===== src/rtl/va_part_pkg.sv =====
package va_part_pkg;

  typedef enum logic [1:0] {
    PART_USER = 2'd0,
    PART_KMAP = 2'd1,
    PART_KERN = 2'd2,
    PART_IO   = 2'd3
  } part_e;

  localparam int unsigned SEG_W = 3;

endpackage


===== src/rtl/va_part_classify.sv =====
module va_part_classify
  import va_part_pkg::*;
(
  input  logic [SEG_W-1:0] seg_i,
  output part_e            part_o,
  output logic             use_tlb_o
);

  always_comb begin
    unique casez (seg_i)
      3'b111:  part_o = PART_IO;
      3'b110:  part_o = PART_KERN;
      3'b10?:  part_o = PART_KMAP;
      default: part_o = PART_USER;
    endcase
  end

  assign use_tlb_o = (part_o == PART_KMAP) || (part_o == PART_USER);

endmodule


===== src/rtl/va_part_addr.sv =====
module va_part_addr #(
  parameter int unsigned VA_W  = 32,
  parameter int unsigned PFN_W = 20,
  parameter int unsigned CLR_W = 3,
  localparam int unsigned OFF_W = VA_W - PFN_W,
  localparam int unsigned LOW_W = VA_W - CLR_W
) (
  input  logic [LOW_W-1:0] vlow_i,
  input  logic             use_tlb_i,
  input  logic             tlb_hit_i,
  input  logic [PFN_W-1:0] tlb_pfn_i,
  output logic [VA_W-1:0]  paddr_o
);

  logic [VA_W-1:0] byp_addr;
  logic [VA_W-1:0] map_addr;

  assign byp_addr = {{CLR_W{1'b0}}, vlow_i};
  assign map_addr = tlb_hit_i ? {tlb_pfn_i, vlow_i[OFF_W-1:0]} : '0;
  assign paddr_o  = use_tlb_i ? map_addr : byp_addr;

endmodule


===== src/rtl/va_part_attr.sv =====
module va_part_attr
  import va_part_pkg::*;
(
  input  part_e part_i,
  input  logic  user_i,
  input  logic  fetch_i,
  input  logic  io_acc_i,
  input  logic  tlb_hit_i,
  input  logic  tlb_c_i,
  output logic  cacheable_o,
  output logic  fault_fetch_o,
  output logic  fault_data_o
);

  logic dflt_c;
  logic sup_only;

  always_comb begin
    unique case (part_i)
      PART_IO:   dflt_c = 1'b0;
      PART_KERN: dflt_c = 1'b1;
      default:   dflt_c = tlb_hit_i & tlb_c_i;
    endcase
  end

  assign sup_only      = (part_i != PART_USER);
  assign cacheable_o   = dflt_c & ~fetch_i & ~io_acc_i;
  assign fault_fetch_o = user_i & sup_only & fetch_i;
  assign fault_data_o  = user_i & sup_only & ~fetch_i;

endmodule


===== src/rtl/va_part_decoder.sv =====
module va_part_decoder
  import va_part_pkg::*;
#(
  parameter int unsigned VA_W    = 32,
  parameter int unsigned PFN_W   = 20,
  parameter bit          REG_OUT = 1'b0
) (
  input  logic             clk_i,
  input  logic             rst_ni,
  input  logic [VA_W-1:0]  vaddr_i,
  input  logic             user_i,
  input  logic             fetch_i,
  input  logic             io_acc_i,
  input  logic             tlb_hit_i,
  input  logic [PFN_W-1:0] tlb_pfn_i,
  input  logic             tlb_c_i,
  output logic [VA_W-1:0]  paddr_o,
  output logic             cacheable_o,
  output logic             use_tlb_o,
  output logic             fault_fetch_o,
  output logic             fault_data_o
);

  localparam int unsigned LOW_W = VA_W - SEG_W;
  localparam int unsigned OFF_W = VA_W - PFN_W;
  localparam int unsigned OUT_W = VA_W + 4;

  part_e           part;
  logic            use_tlb_n;
  logic [VA_W-1:0] paddr_n;
  logic            cach_n;
  logic            ff_n;
  logic            fd_n;
  logic [OUT_W-1:0] out_n;
  logic [OUT_W-1:0] out_q;

  va_part_classify u_classify (
    .seg_i     (vaddr_i[VA_W-1 -: SEG_W]),
    .part_o    (part),
    .use_tlb_o (use_tlb_n)
  );

  va_part_addr #(
    .VA_W  (VA_W),
    .PFN_W (PFN_W),
    .CLR_W (SEG_W)
  ) u_addr (
    .vlow_i    (vaddr_i[LOW_W-1:0]),
    .use_tlb_i (use_tlb_n),
    .tlb_hit_i (tlb_hit_i),
    .tlb_pfn_i (tlb_pfn_i),
    .paddr_o   (paddr_n)
  );

  va_part_attr u_attr (
    .part_i        (part),
    .user_i        (user_i),
    .fetch_i       (fetch_i),
    .io_acc_i      (io_acc_i),
    .tlb_hit_i     (tlb_hit_i),
    .tlb_c_i       (tlb_c_i),
    .cacheable_o   (cach_n),
    .fault_fetch_o (ff_n),
    .fault_data_o  (fd_n)
  );

  assign out_n = {paddr_n, cach_n, use_tlb_n, ff_n, fd_n};

  generate
    if (REG_OUT) begin : g_reg
      always_ff @(posedge clk_i or negedge rst_ni) begin
        if (!rst_ni) out_q <= '0;
        else         out_q <= out_n;
      end

      p_reg_delay_r9: assert property (@(posedge clk_i) disable iff (!rst_ni)
        $past(rst_ni) |-> (out_q == $past(out_n)));
    end else begin : g_comb
      assign out_q = out_n;
    end
  endgenerate

  assign {paddr_o, cacheable_o, use_tlb_o, fault_fetch_o, fault_data_o} = out_q;

  p_bypass_addr_r2: assert property (@(posedge clk_i) disable iff (!rst_ni)
    !use_tlb_n |-> (paddr_n[VA_W-1 -: SEG_W] == '0 && paddr_n[LOW_W-1:0] == vaddr_i[LOW_W-1:0]));

  p_map_addr_r3: assert property (@(posedge clk_i) disable iff (!rst_ni)
    (use_tlb_n && tlb_hit_i) |-> (paddr_n == {tlb_pfn_i, vaddr_i[OFF_W-1:0]}));

  p_miss_zero_r4: assert property (@(posedge clk_i) disable iff (!rst_ni)
    (use_tlb_n && !tlb_hit_i) |-> (paddr_n == '0 && !cach_n));

  p_io_uncached_r6: assert property (@(posedge clk_i) disable iff (!rst_ni)
    io_acc_i |-> !cach_n);

  p_fetch_uncached_r7: assert property (@(posedge clk_i) disable iff (!rst_ni)
    fetch_i |-> !cach_n);

  p_fault_excl_r8: assert property (@(posedge clk_i) disable iff (!rst_ni)
    $onehot0({ff_n, fd_n}));

  p_sup_nofault_r8: assert property (@(posedge clk_i) disable iff (!rst_ni)
    !user_i |-> !(ff_n || fd_n));

endmodule


===== config.mk =====
export PLATFORM = sky130hd
export DESIGN_NAME = va_part_decoder
export DESIGN_NICKNAME = d
export VERILOG_FILES = /design/src/rtl/va_part_pkg.sv /design/src/rtl/va_part_classify.sv /design/src/rtl/va_part_addr.sv /design/src/rtl/va_part_attr.sv /design/src/rtl/va_part_decoder.sv
export SDC_FILE = /design/constraint.sdc
export NUM_CORES = 1
export LEC_CHECK = 0
export BUFFER_PORTS_ARGS = -buffer_cell sky130_fd_sc_hd__buf_2
export CORE_UTILIZATION = 22
export DETAILED_ROUTE_END_ITERATION = 8
export GPL_ROUTABILITY_DRIVEN = 0
export PLACE_DENSITY = 0.89
export SYNTH_ARGS = -nofsm -noshare
export SYNTH_HDL_FRONTEND = slang
export SYNTH_SLANG_ARGS = --single-unit
export TNS_END_PERCENT = 5

===== constraint.sdc =====
create_clock -name vclk -period 1.05
set_input_delay 0.21 -clock vclk [all_inputs]
set_output_delay 0.21 -clock vclk [all_outputs]
set_load 0.05 [all_outputs]

# Word-level counts from Yosys, hierarchy flattened
# Cells that the tools add are included.
[op_classes] n_addsub=0 multipliers=0 div=0 n_lt_le_gt_ge=0 n_eq_ne=6 shifts=0 n_mux=4 bitwise=8 n_reduce_logical=3
[ops] cell="32-bit 2-to-1 mux" count=2
[ops] cell="1-bit bitwise AND" count=6
[ops] cell="2-bit equality test, second input constant" count=3
[ops] cell="3-bit equality test, second input constant" count=2
[ops] cell="2-bit case mux with 3 select lines" count=1
[ops] cell="2-bit by 1-bit equality test with 1-bit output, second input constant" count=1
[ops] cell="2-bit zero test" count=1
[ops] cell="1-bit NOT" count=2
[ops] cell="1-bit case mux with 2 select lines" count=1
[ops] cell="2-bit nonzero test" count=1
[ops] cell="1-bit logical OR" count=1
[totals] reg_bits=0 latchBits=0 mem_bits_rw=0 romBits=0 out_inout_bits=36 mem_count=0

# Longest topological paths before layout
# Gate-level depths: netlist of the first run.
[depth] ltp_word=6 ltp_mapped=6 depth_no_buf=4

# Modules after synthesis
# From an unflattened synthesis of the first run, not the netlist that was laid out.
[hier_totals] cells_unflattened=50 area_unflattened_um2=375.4
[by_module_without_submodules] module="va_part_addr" instances=1 cells_per_inst=39 area_per_inst_um2=297.8 seq_area_each_um2=0.0
[by_module_without_submodules] module="va_part_attr" instances=1 cells_per_inst=7 area_per_inst_um2=55.1 seq_area_each_um2=0.0
[by_module_without_submodules] module="va_part_classify" instances=1 cells_per_inst=4 area_per_inst_um2=22.5 seq_area_each_um2=0.0

# Least setup slack after synthesis of the first run
# OpenSTA, ideal clock, no wires.
[synth_timing] path_type="input-to-output" startpoint="in vaddr_i[30]" endpoint="out cacheable_o" arrival_ns=1.344 t_required_ns=0.840 slack_ns=-0.504 cell_stages=5 path_buffers=1 cell_sequence="and2_4 buf_12 inv_6 nand3_2 a211oi_2"
[synth_via] elab_chain_len=6
[synth_lines] item="from (decl)" line="va_part_decoder.sv:10" text="input logic [VA_W-1:0] vaddr_i,"
[synth_lines] item="3-bit equality test / 2-bit equality test (equally long branches)" line="va_part_classify.sv:10" text="unique casez (seg_i)"
[synth_lines] item="2-bit case mux with 3 select lines *" line="va_part_classify.sv:10"
[synth_lines] item="2-bit equality test" line="va_part_attr.sv:19" text="unique case (part_i)"
[synth_lines] item="1-bit case mux with 2 select lines *" line="va_part_attr.sv:19"
[synth_lines] item="1-bit bitwise AND * (2 in series)" line="va_part_attr.sv:27" text="assign cacheable_o = dflt_c & ~fetch_i & ~io_acc_i;"
[synth_lines] item="to (decl)" line="va_part_decoder.sv:18" text="output logic cacheable_o,"
# Mark *: on every way between the ends. The rest lies on a longest branch, timed or not.

# Worst setup path after layout of the first run
# Ends and elaborated chain as after synthesis.

==> impl_metrics.tcl, run 1 <==
set metrics [dict create \
    status "finished with violations" \
    violations "setup timing" \
    p_comb_frac 1.000 \
    start_kind "input port" \
    synthXorXnorAreaFrac 0 \
    syn2layout_area_growth_pct 200.6 \
    worstSetupEndpointType "output pin" \
    setup-tns-final_ns -7.142 \
    syn_area_per_cell_um2 5.234 \
    synth_top_family_by_area "simple AND/OR/NAND/NOR gates" \
    ys_warn_count 0 \
    dp_hpwl_um 1580 \
    std_cell_rows 15 \
    vias 907 \
    fin_cells 200 \
    synth_cells 82 \
    crit_chain "buf_6 -> and2_4 -> buf_12 -> clkinv_8 -> nand3_4 -> a211oi_4 -> buf_6" \
    synth_largest_area_cell "nand2_1" \
    synth_adder_area_share 0 \
    synth_compound_area_frac 0.02915 \
    crit_fanout 5 \
    clockPowerShare 0 \
    grt_start_max_net_pins 22 \
    cp_common_cell "buf_6" \
    fp.dieH_um 46.17 \
    first_pass_iters 4 \
    critical-path-top-delay-family "buffers and inverters" \
    seq_cell_count 0 \
    fin_util 0.7235 \
    critPathArrivalTime_ns 1.10 \
    setup_viol 34 \
    period_minus_slack_ns 1.307 \
    viasPerCell 4.535 \
    slowest_delay_ns 0.20 \
    pre_cts_slack_ns -0.7660 \
    rsz0062_at_grt "yes" \
    gr-usage-all-layers 0.1803 \
    pin_count 95 \
    grt_pass1_vias 788 \
    mostFrequentLayoutCell "buf_2" \
    stdcell_area_mm2 0.001290 \
    antenna_found_initial 0 \
    seq_area_frac_synth 0 \
    clock_buffers 0 \
    switchingPower_mw 0.5259 \
    ir_drop_mv 0.3882 \
    power_frac_seq 0 \
    critPathSlowestCell "a211oi_4" \
    worst_pin_slew_ns 0.3590 \
    critPathBufInv 4 \
    synth_area_um2 429.2 \
    switching_share 0.5916 \
    coreArea_mm2 0.001783 \
    cellPowerDensity_mw_per_mm2 689.1 \
    synth.net_count 141 \
    hold_class "input port to output pin" \
    placed_cells 198 \
    synthSimpleGateAreaFrac 0.8134 \
    ys_top_cells_by_area "nand2_1, nand3_1, nor2b_1" \
    crit_type "input port to output pin" \
    yosysTopAreaCellShare 0.3061 \
    muxShareOfSynthArea 0 \
    cap_violations 0 \
    postRouteWirelength_um 2105 \
    max_freq_mhz 765.1 \
    hold_ws_ns 0.6991 \
    p_total_mw 0.8889 \
    hold_buffers 0 \
    dpl_cell_area_um2 982.2 \
    numPortBuffers 93 \
    cell_internal_pwr_mw 0.3630 \
    layout_common_cells "buf_2, buf_6, nand2_1" \
    finalCritPeriodShare 1.245 \
    hold_viol_final 0 \
    synth_cell_types 14 \
    initial_core_util 0.2407 \
    p_leak_nw 0.7263 \
    drive_gt1_frac 0.7200 \
    slew_viol_final 0 \
    fp.dieW_um 46.17 \
    layout.nets 236 \
    ff_latch_area_um2 0 \
    dieArea_mm2 0.002131 \
    drc 0 \
    cp.required_ns 0.84 \
    relSlewSlack 0.7601 \
    worst_slack_ns -0.2569 \
    grt_pass1_wl_um 2932 \
    overflow 0 \
    wl_per_cell_um 10.53 \
    num_antenna_cells 0 \
    drt-initial-drc-count 8 \
    ant_nets 0 \
]
## final timing paths
path,startpoint,end,slack (ns),depth (start not counted)
worst max-delay path,vaddr_i[30],cacheable_o,-0.26,7
worst min-delay path,io_acc_i,cacheable_o,0.70,3
## what timing repair did
item / 4_1_cts / 5_1_grt
setup buffers: 2 / 0
pin swaps: 15 / 2
setup endpoints to repair: 34 / 34
gates resized for setup: 81 / 6
endpoints found under the hold margin: 0 / 0
## cells by family (layout without fill, tap and decap cells)
logic type | count (synthesis) | count (layout)
simple gates | 73 | 73
compound gates | 1 | 1
buf+inv | 8 | 101
## cells in the mapped netlist
cell	number
buf_12	1
a211oi_2	1
nor2b_1	12
nand2_1	35
nand3_2	1
buf_6	1
inv_6	1
and3_1	4
nor2_1	2
nand2b_1	1
and2_4	1
buf_4	1
buf_2	4
nand3_1	17
## layout make-up
| class | instances | area, µm² |
|---|---|---|
| Timing Repair Buffer | 100 | 803.3 |
| Inverter | 1 | 16.27 |
| Fill cell | 141 | 493.0 |
| Tap cell | 25 | 31.28 |
| Multi-Input combinational cell | 74 | 439.2 |
## power by group through the flow
stage | logic (mW) | clock network [mW] | registers, mW
final | 0.889 | 0 | 0
after global routing | 0.933 | 0 | 0
after CTS | 0.881 | 0 | 0
after detailed placement | 0.709 | 0 | 0
after global placement | 0.700 | 0 | 0
after floorplan | 0.502 | 0 | 0
## metal layers
metal	vias up	wire (µm)	global-route usage
li1	449	-	-
met1	415	714	0.1686
met2	41	1250	0.3972
met3	2	128	0.01961
met4	0	12	0.03529
met5	-	0	0
## worst min-delay path: stages
cell and delay, ns:
buf_2 0.10, a211oi_4 0.03, buf_6 0.14
No activity file was read; power rests on OpenSTA's default activity.
==> run 2, diff against run 1 <==
--- a/config.mk
+++ b/config.mk
@@ -6,11 +6,12 @@
 export NUM_CORES = 1
 export LEC_CHECK = 0
 export BUFFER_PORTS_ARGS = -buffer_cell sky130_fd_sc_hd__buf_2
-export CORE_UTILIZATION = 22
+export CORE_UTILIZATION = 20
 export DETAILED_ROUTE_END_ITERATION = 8
 export GPL_ROUTABILITY_DRIVEN = 0
-export PLACE_DENSITY = 0.89
+export PLACE_DENSITY = 0.88
 export SYNTH_ARGS = -nofsm -noshare
 export SYNTH_HDL_FRONTEND = slang
+export SYNTH_HIERARCHICAL = 1
 export SYNTH_SLANG_ARGS = --single-unit
 export TNS_END_PERCENT = 5
==> constraint.sdc (replaced) <==
create_clock -name vclk -period 1.05
set_input_delay 0.21 -clock vclk [all_inputs]
set_output_delay 0.21 -clock vclk [all_outputs]
set_load 0.01 [all_outputs]
==> impl_metrics.tcl, run 2 <==
set metrics [dict create \
    cap_violations 0 \
    synth_largest_area_cell "a22o_1" \
    grt_start_max_net_pins 18 \
    slew_viol_final 0 \
    holdPathStages 3 \
    synth_area_um2 375.4 \
    crit_type "input port to output pin" \
    finalCritPeriodShare 1.130 \
    pin_count 95 \
    grt_pass1_vias 646 \
    grt_util_met2 0.3797 \
    worstSetupEndpointType "output pin" \
    drc 0 \
    num_antenna_cells 0 \
    use_met3 0.004000 \
    worst_pin_slew_ns 0.1738 \
    ys_warn_count 6 \
    multi_input_area_um2 362.8 \
    ir_drop_mv 0.1857 \
    synth_cells 50 \
    drt-initial-drc-count 5 \
    postRouteWirelength_um 1783 \
    ys_top_cells_by_count "a22o_1, and2_1, inv_1" \
    hold_viol_final 0 \
    setup_viol 32 \
    yosysMostFrequentCell "a22o_1" \
    stdcell_area_um2 940.9 \
    fp.dieW_um 45.32 \
    fp.dieH_um 45.32 \
    ff_latch_area_um2 0 \
    yosysTopAreaCellShare 0.3967 \
    violations "setup timing" \
    std_cell_rows 15 \
    rsz0062_at_grt "yes" \
    hold_ws_ns 0.6613 \
    seq_cell_count 0 \
    syn2layout_area_growth_pct 150.7 \
    cellPowerDensity_mw_per_mm2 448.0 \
    dpl_cell_area_um2 867.1 \
    relSlewSlack 0.8841 \
    crit_fanout 17 \
    fillers 168 \
    slowest_delay_ns 0.21 \
    coreArea_mm2 0.001745 \
    hold_class "input port to output pin" \
    layout.nets 204 \
    worst_slack_ns -0.1369 \
    fin_util 0.5391 \
    grtUsageMet1 0.1167 \
    seq_area_frac_synth 0 \
    critPathSlowestCell "a22o_1" \
    status "finished with violations" \
    ant_nets 0 \
    vias 742 \
    gr-max-usage-layer "met2" \
    gr-usage-all-layers 0.1498 \
    wl_per_cell_um 10.61 \
    mostFrequentLayoutCell "buf_2" \
    first_pass_iters 4 \
    dp_hpwl_um 1583 \
    ys_top_cells_by_area "a22o_1, and2_1, buf_6" \
    fin_cells 168 \
    synth_cell_types 16 \
    numPortBuffers 93 \
    placed_cells 167 \
    layout_common_cells "buf_2, a22o_1, and2_1" \
    clock_buffers 0 \
    start_kind "input port" \
    grt_pass1_wl_um 2346 \
    viasPerCell 4.417 \
    crit_chain "buf_8 -> nand2_8 -> clkinvlp_4 -> buf_12 -> a22o_1 -> buf_2" \
    p_leak_nw 0.6017 \
    initial_core_util 0.2151 \
    cp.required_ns 0.84 \
    synth.net_count 109 \
    overflow 0 \
    syn_area_per_cell_um2 7.507 \
    max_freq_mhz 842.5 \
    period_minus_slack_ns 1.187 \
    critPathArrivalTime_ns 0.98 \
    drive_gt1_frac 0.7622 \
    dieArea_mm2 0.002054 \
    antenna_found_initial 0 \
]
run 2: logic make-up after synthesis:
group | after synthesis | synth area share
compound gates | 20 | 0.4733
simple gates | 22 | 0.3933
buf+inv | 8 | 0.1333
run 2: path summary, 6_finish.rpt:
check / startpoint / slack [ns] / to
worst min-delay path: io_acc_i / 0.66 / cacheable_o
worst max-delay path: vaddr_i[31] / -0.14 / paddr_o[14]
run 2: routing by layer:
layer  vias up  share of wire
met5         -              0
met4         0              0
met3         0          0.077
met2        48           0.58
met1       324           0.34
li1        370              -
run 2: timing repair:
| item | in CTS | in global routing |
|---|---|---|
| endpoints found under the hold margin | 0 | 0 |
| hold buffers | 0 | 0 |
| gates resized for setup | 5 | 8 |
| pin swaps | 2 | 1 |
| setup buffers | 1 | 0 |
| setup endpoints to repair | 32 | 32 |
run 2: per-stage QoR:
stage / TNS, ns / setup WS, ns / power [mW]
4_1_cts: -3.954 / -0.1478 / 0.4068
5_1_grt: -4.358 / -0.1719 / 0.4540
3_3_place_gp: -4.854 / -0.2224 / 0.3790
6_report: -2.993 / -0.1369 / 0.4215
3_5_place_dp: -6.037 / -0.2651 / 0.3883
2_1_floorplan: -0.1959 / -0.03606 / 0.1869
run 2: power breakdown:
group          switching, mW  internal [mW]
logic                  0.187          0.235
registers                  0              0
clock network              0              0
total                  0.187          0.235
run 2: final cells by class:
class	instances	area share
timing repair buffer	97	0.5612
multi-input combinational	42	0.3856
tap	25	0.03324
inverter	4	0.01995
run 2: worst max-delay path, delay by kind of cell:
family | cells | cell delay (ns)
buffers and inverters | 4 | 0.49
AOI/OAI and AO/OA | 1 | 0.21
and+or+nand+nor | 1 | 0.08
==> run 3, diff against run 2 <==
--- a/config.mk
+++ b/config.mk
@@ -5,11 +5,12 @@
 export SDC_FILE = /design/constraint.sdc
 export NUM_CORES = 1
 export LEC_CHECK = 0
+export ABC_AREA = 1
 export BUFFER_PORTS_ARGS = -buffer_cell sky130_fd_sc_hd__buf_2
-export CORE_UTILIZATION = 20
+export CORE_UTILIZATION = 25
 export DETAILED_ROUTE_END_ITERATION = 8
 export GPL_ROUTABILITY_DRIVEN = 0
-export PLACE_DENSITY = 0.88
+export PLACE_DENSITY = 0.9
 export SYNTH_ARGS = -nofsm -noshare
 export SYNTH_HDL_FRONTEND = slang
 export SYNTH_HIERARCHICAL = 1
==> constraint.sdc (replaced) <==
create_clock -name vclk -period 1.05
set_input_delay 0.1575 -clock vclk [all_inputs]
set_output_delay 0.1575 -clock vclk [all_outputs]
set_load 0.01 [all_outputs]
==> impl_metrics.tcl, run 3 <==
set metrics [dict create \
    multi_input_area_um2 462.9 \
    drt-initial-drc-count 10 \
    synth_compound_area_frac 0.009756 \
    period_minus_slack_ns 1.021 \
    ys_top_cells_by_area "nand2_1, nand3_1, buf_2" \
    yosysMostFrequentCell "nand2_1" \
    fin_util 0.5760 \
    critPathArrivalTime_ns 0.86 \
    crit_fanout 2 \
    synth_cells 120 \
    worst_pin_slew_ns 0.1980 \
    synth_adder_area_share 0 \
    wl_per_cell_um 8.519 \
    pin_count 95 \
    seq_cell_count 0 \
    relSlewSlack 0.8680 \
    gr-usage-all-layers 0.1580 \
    synth_area_um2 513.0 \
    synth.net_count 179 \
    synth_top_family_by_area "simple AND/OR/NAND/NOR gates" \
    slew_viol_final 0 \
    layout.nets 275 \
    cap_violations 0 \
    crit_start "vaddr_i[30]" \
    grt_pass1_vias 739 \
    hold_viol_final 0 \
    hold_class "input port to output pin" \
    ys_top_cells_by_count "nand2_1, nand3_1, buf_2, inv_1, nor2_1" \
    muxShareOfSynthArea 0 \
    seq_area_frac_synth 0 \
    p_leak_nw 0.7809 \
    fp.dieH_um 47.30 \
    antenna_found_initial 0 \
    fin_cells 241 \
    hold_ws_ns 0.5922 \
    synth_largest_area_cell "nand2_1" \
    placed_cells 241 \
    drc 0 \
    clock_buffers 0 \
    fillers 187 \
    ys_warn_count 6 \
    syn_area_per_cell_um2 4.275 \
    max_freq_mhz 979.3 \
    synth_cell_types 11 \
    viasPerCell 4.440 \
    start_kind "input port" \
    initial_core_util 0.2642 \
    pre_cts_slack_ns -0.1760 \
    synthXorXnorAreaFrac 0 \
    hold_buffers 0 \
    dp_hpwl_um 1668 \
    num_antenna_cells 0 \
    status "complete, no violations" \
    crit_type "input port to output pin" \
    synthSimpleGateAreaFrac 0.8341 \
    mostFrequentLayoutCell "buf_2" \
    ff_latch_area_um2 0 \
    yosysTopAreaCellShare 0.4683 \
    layout_common_cells "buf_2, nand2_1, nand3_1" \
    drive_gt1_frac 0.5234 \
    worst_slack_ns 0.02890 \
    std_cell_rows 16 \
    worstSetupEndpointType "output pin" \
    setup_viol 0 \
    first_pass_iters 3 \
    ant_nets 0 \
    rsz0062_at_grt "yes" \
    cp.required_ns 0.89 \
    hold_path.startpoint "vaddr_i[21]" \
    fp.dieW_um 47.30 \
    ir_drop_mv 0.2131 \
    postRouteWirelength_um 2053 \
    vias 1070 \
    finalCritPeriodShare 0.9725 \
    overflow 0 \
    syn2layout_area_growth_pct 118.0 \
    setup-tns-final_ns 0 \
    coreArea_mm2 0.001942 \
    grt_pass1_wl_um 2704 \
    cellPowerDensity_mw_per_mm2 430.0 \
    numPortBuffers 93 \
    post_cts_buffers 0 \
    dieArea_mm2 0.002237 \
    grt_start_max_net_pins 30 \
]
-- run 3: cell count changes after synthesis, moves of 2 or more --
cell	change
nand2b_1	-2
and3_1	-2
buf_2	+7
nand3_1	+30
nor2_1	+4
a22o_1	-17
nand2_1	+63
and2_1	-12
inv_1	+3
-- run 3: cell type report --
class	count	share of cell area
multi-input cells	103	0.4139
repair buffers	103	0.5224
well taps	27	0.03020
inverters	8	0.03356
-- run 3: critical path, stage by stage --
cell,delay (ns)
buf_6,0.10
buf_6,0.11
inv_1,0.06
nand2_2,0.05
nand2_2,0.09
nand2_1,0.06
nand2_1,0.06
nor2_1,0.04
buf_2,0.13
-- run 3: kinds of logic after synthesis --
kind of cell | Yosys count
and+or+nand+nor | 102
buffers and inverters | 17
AOI/OAI and AO/OA | 1
-- run 3: report_power, final --
group          switching, mW  internal (mW)
sequential                 0              0
clock                      0              0
combinational          0.243          0.238
-- run 3: final timing paths --
| kind | depth (start not counted) | slack [ns] | to |
|---|---|---|---|
| setup / recovery | 9 | 0.03 | cacheable_o |
| hold / removal | 4 | 0.59 | paddr_o[21] |
-- run 3: timing repair --
item                                    CTS  global route
endpoints found under the hold margin     0             0
endpoints found under the setup margin   35            35
gates cloned                              0             0
resized for setup                        14             7
pin swaps                                 5             5
-- run 3: stage by stage --
| stage | power, mW | area [µm²] |
|---|---|---|
| CTS | 0.4746 | 1095 |
| floorplan | 0.2113 | 513.0 |
| detailed placement | 0.4520 | 1050 |
| global placement | 0.4463 | 1050 |
| finish | 0.4810 | 1119 |
| global route | 0.5438 | 1119 |
-- run 3: metal layers --
metal  track usage  vias up  wire length, µm
met3       0.01154        0              227
met4             0        0                0
met2        0.3370       61             1005
li1              -      567                -
met5             0        -                0
met1        0.1730      442              820
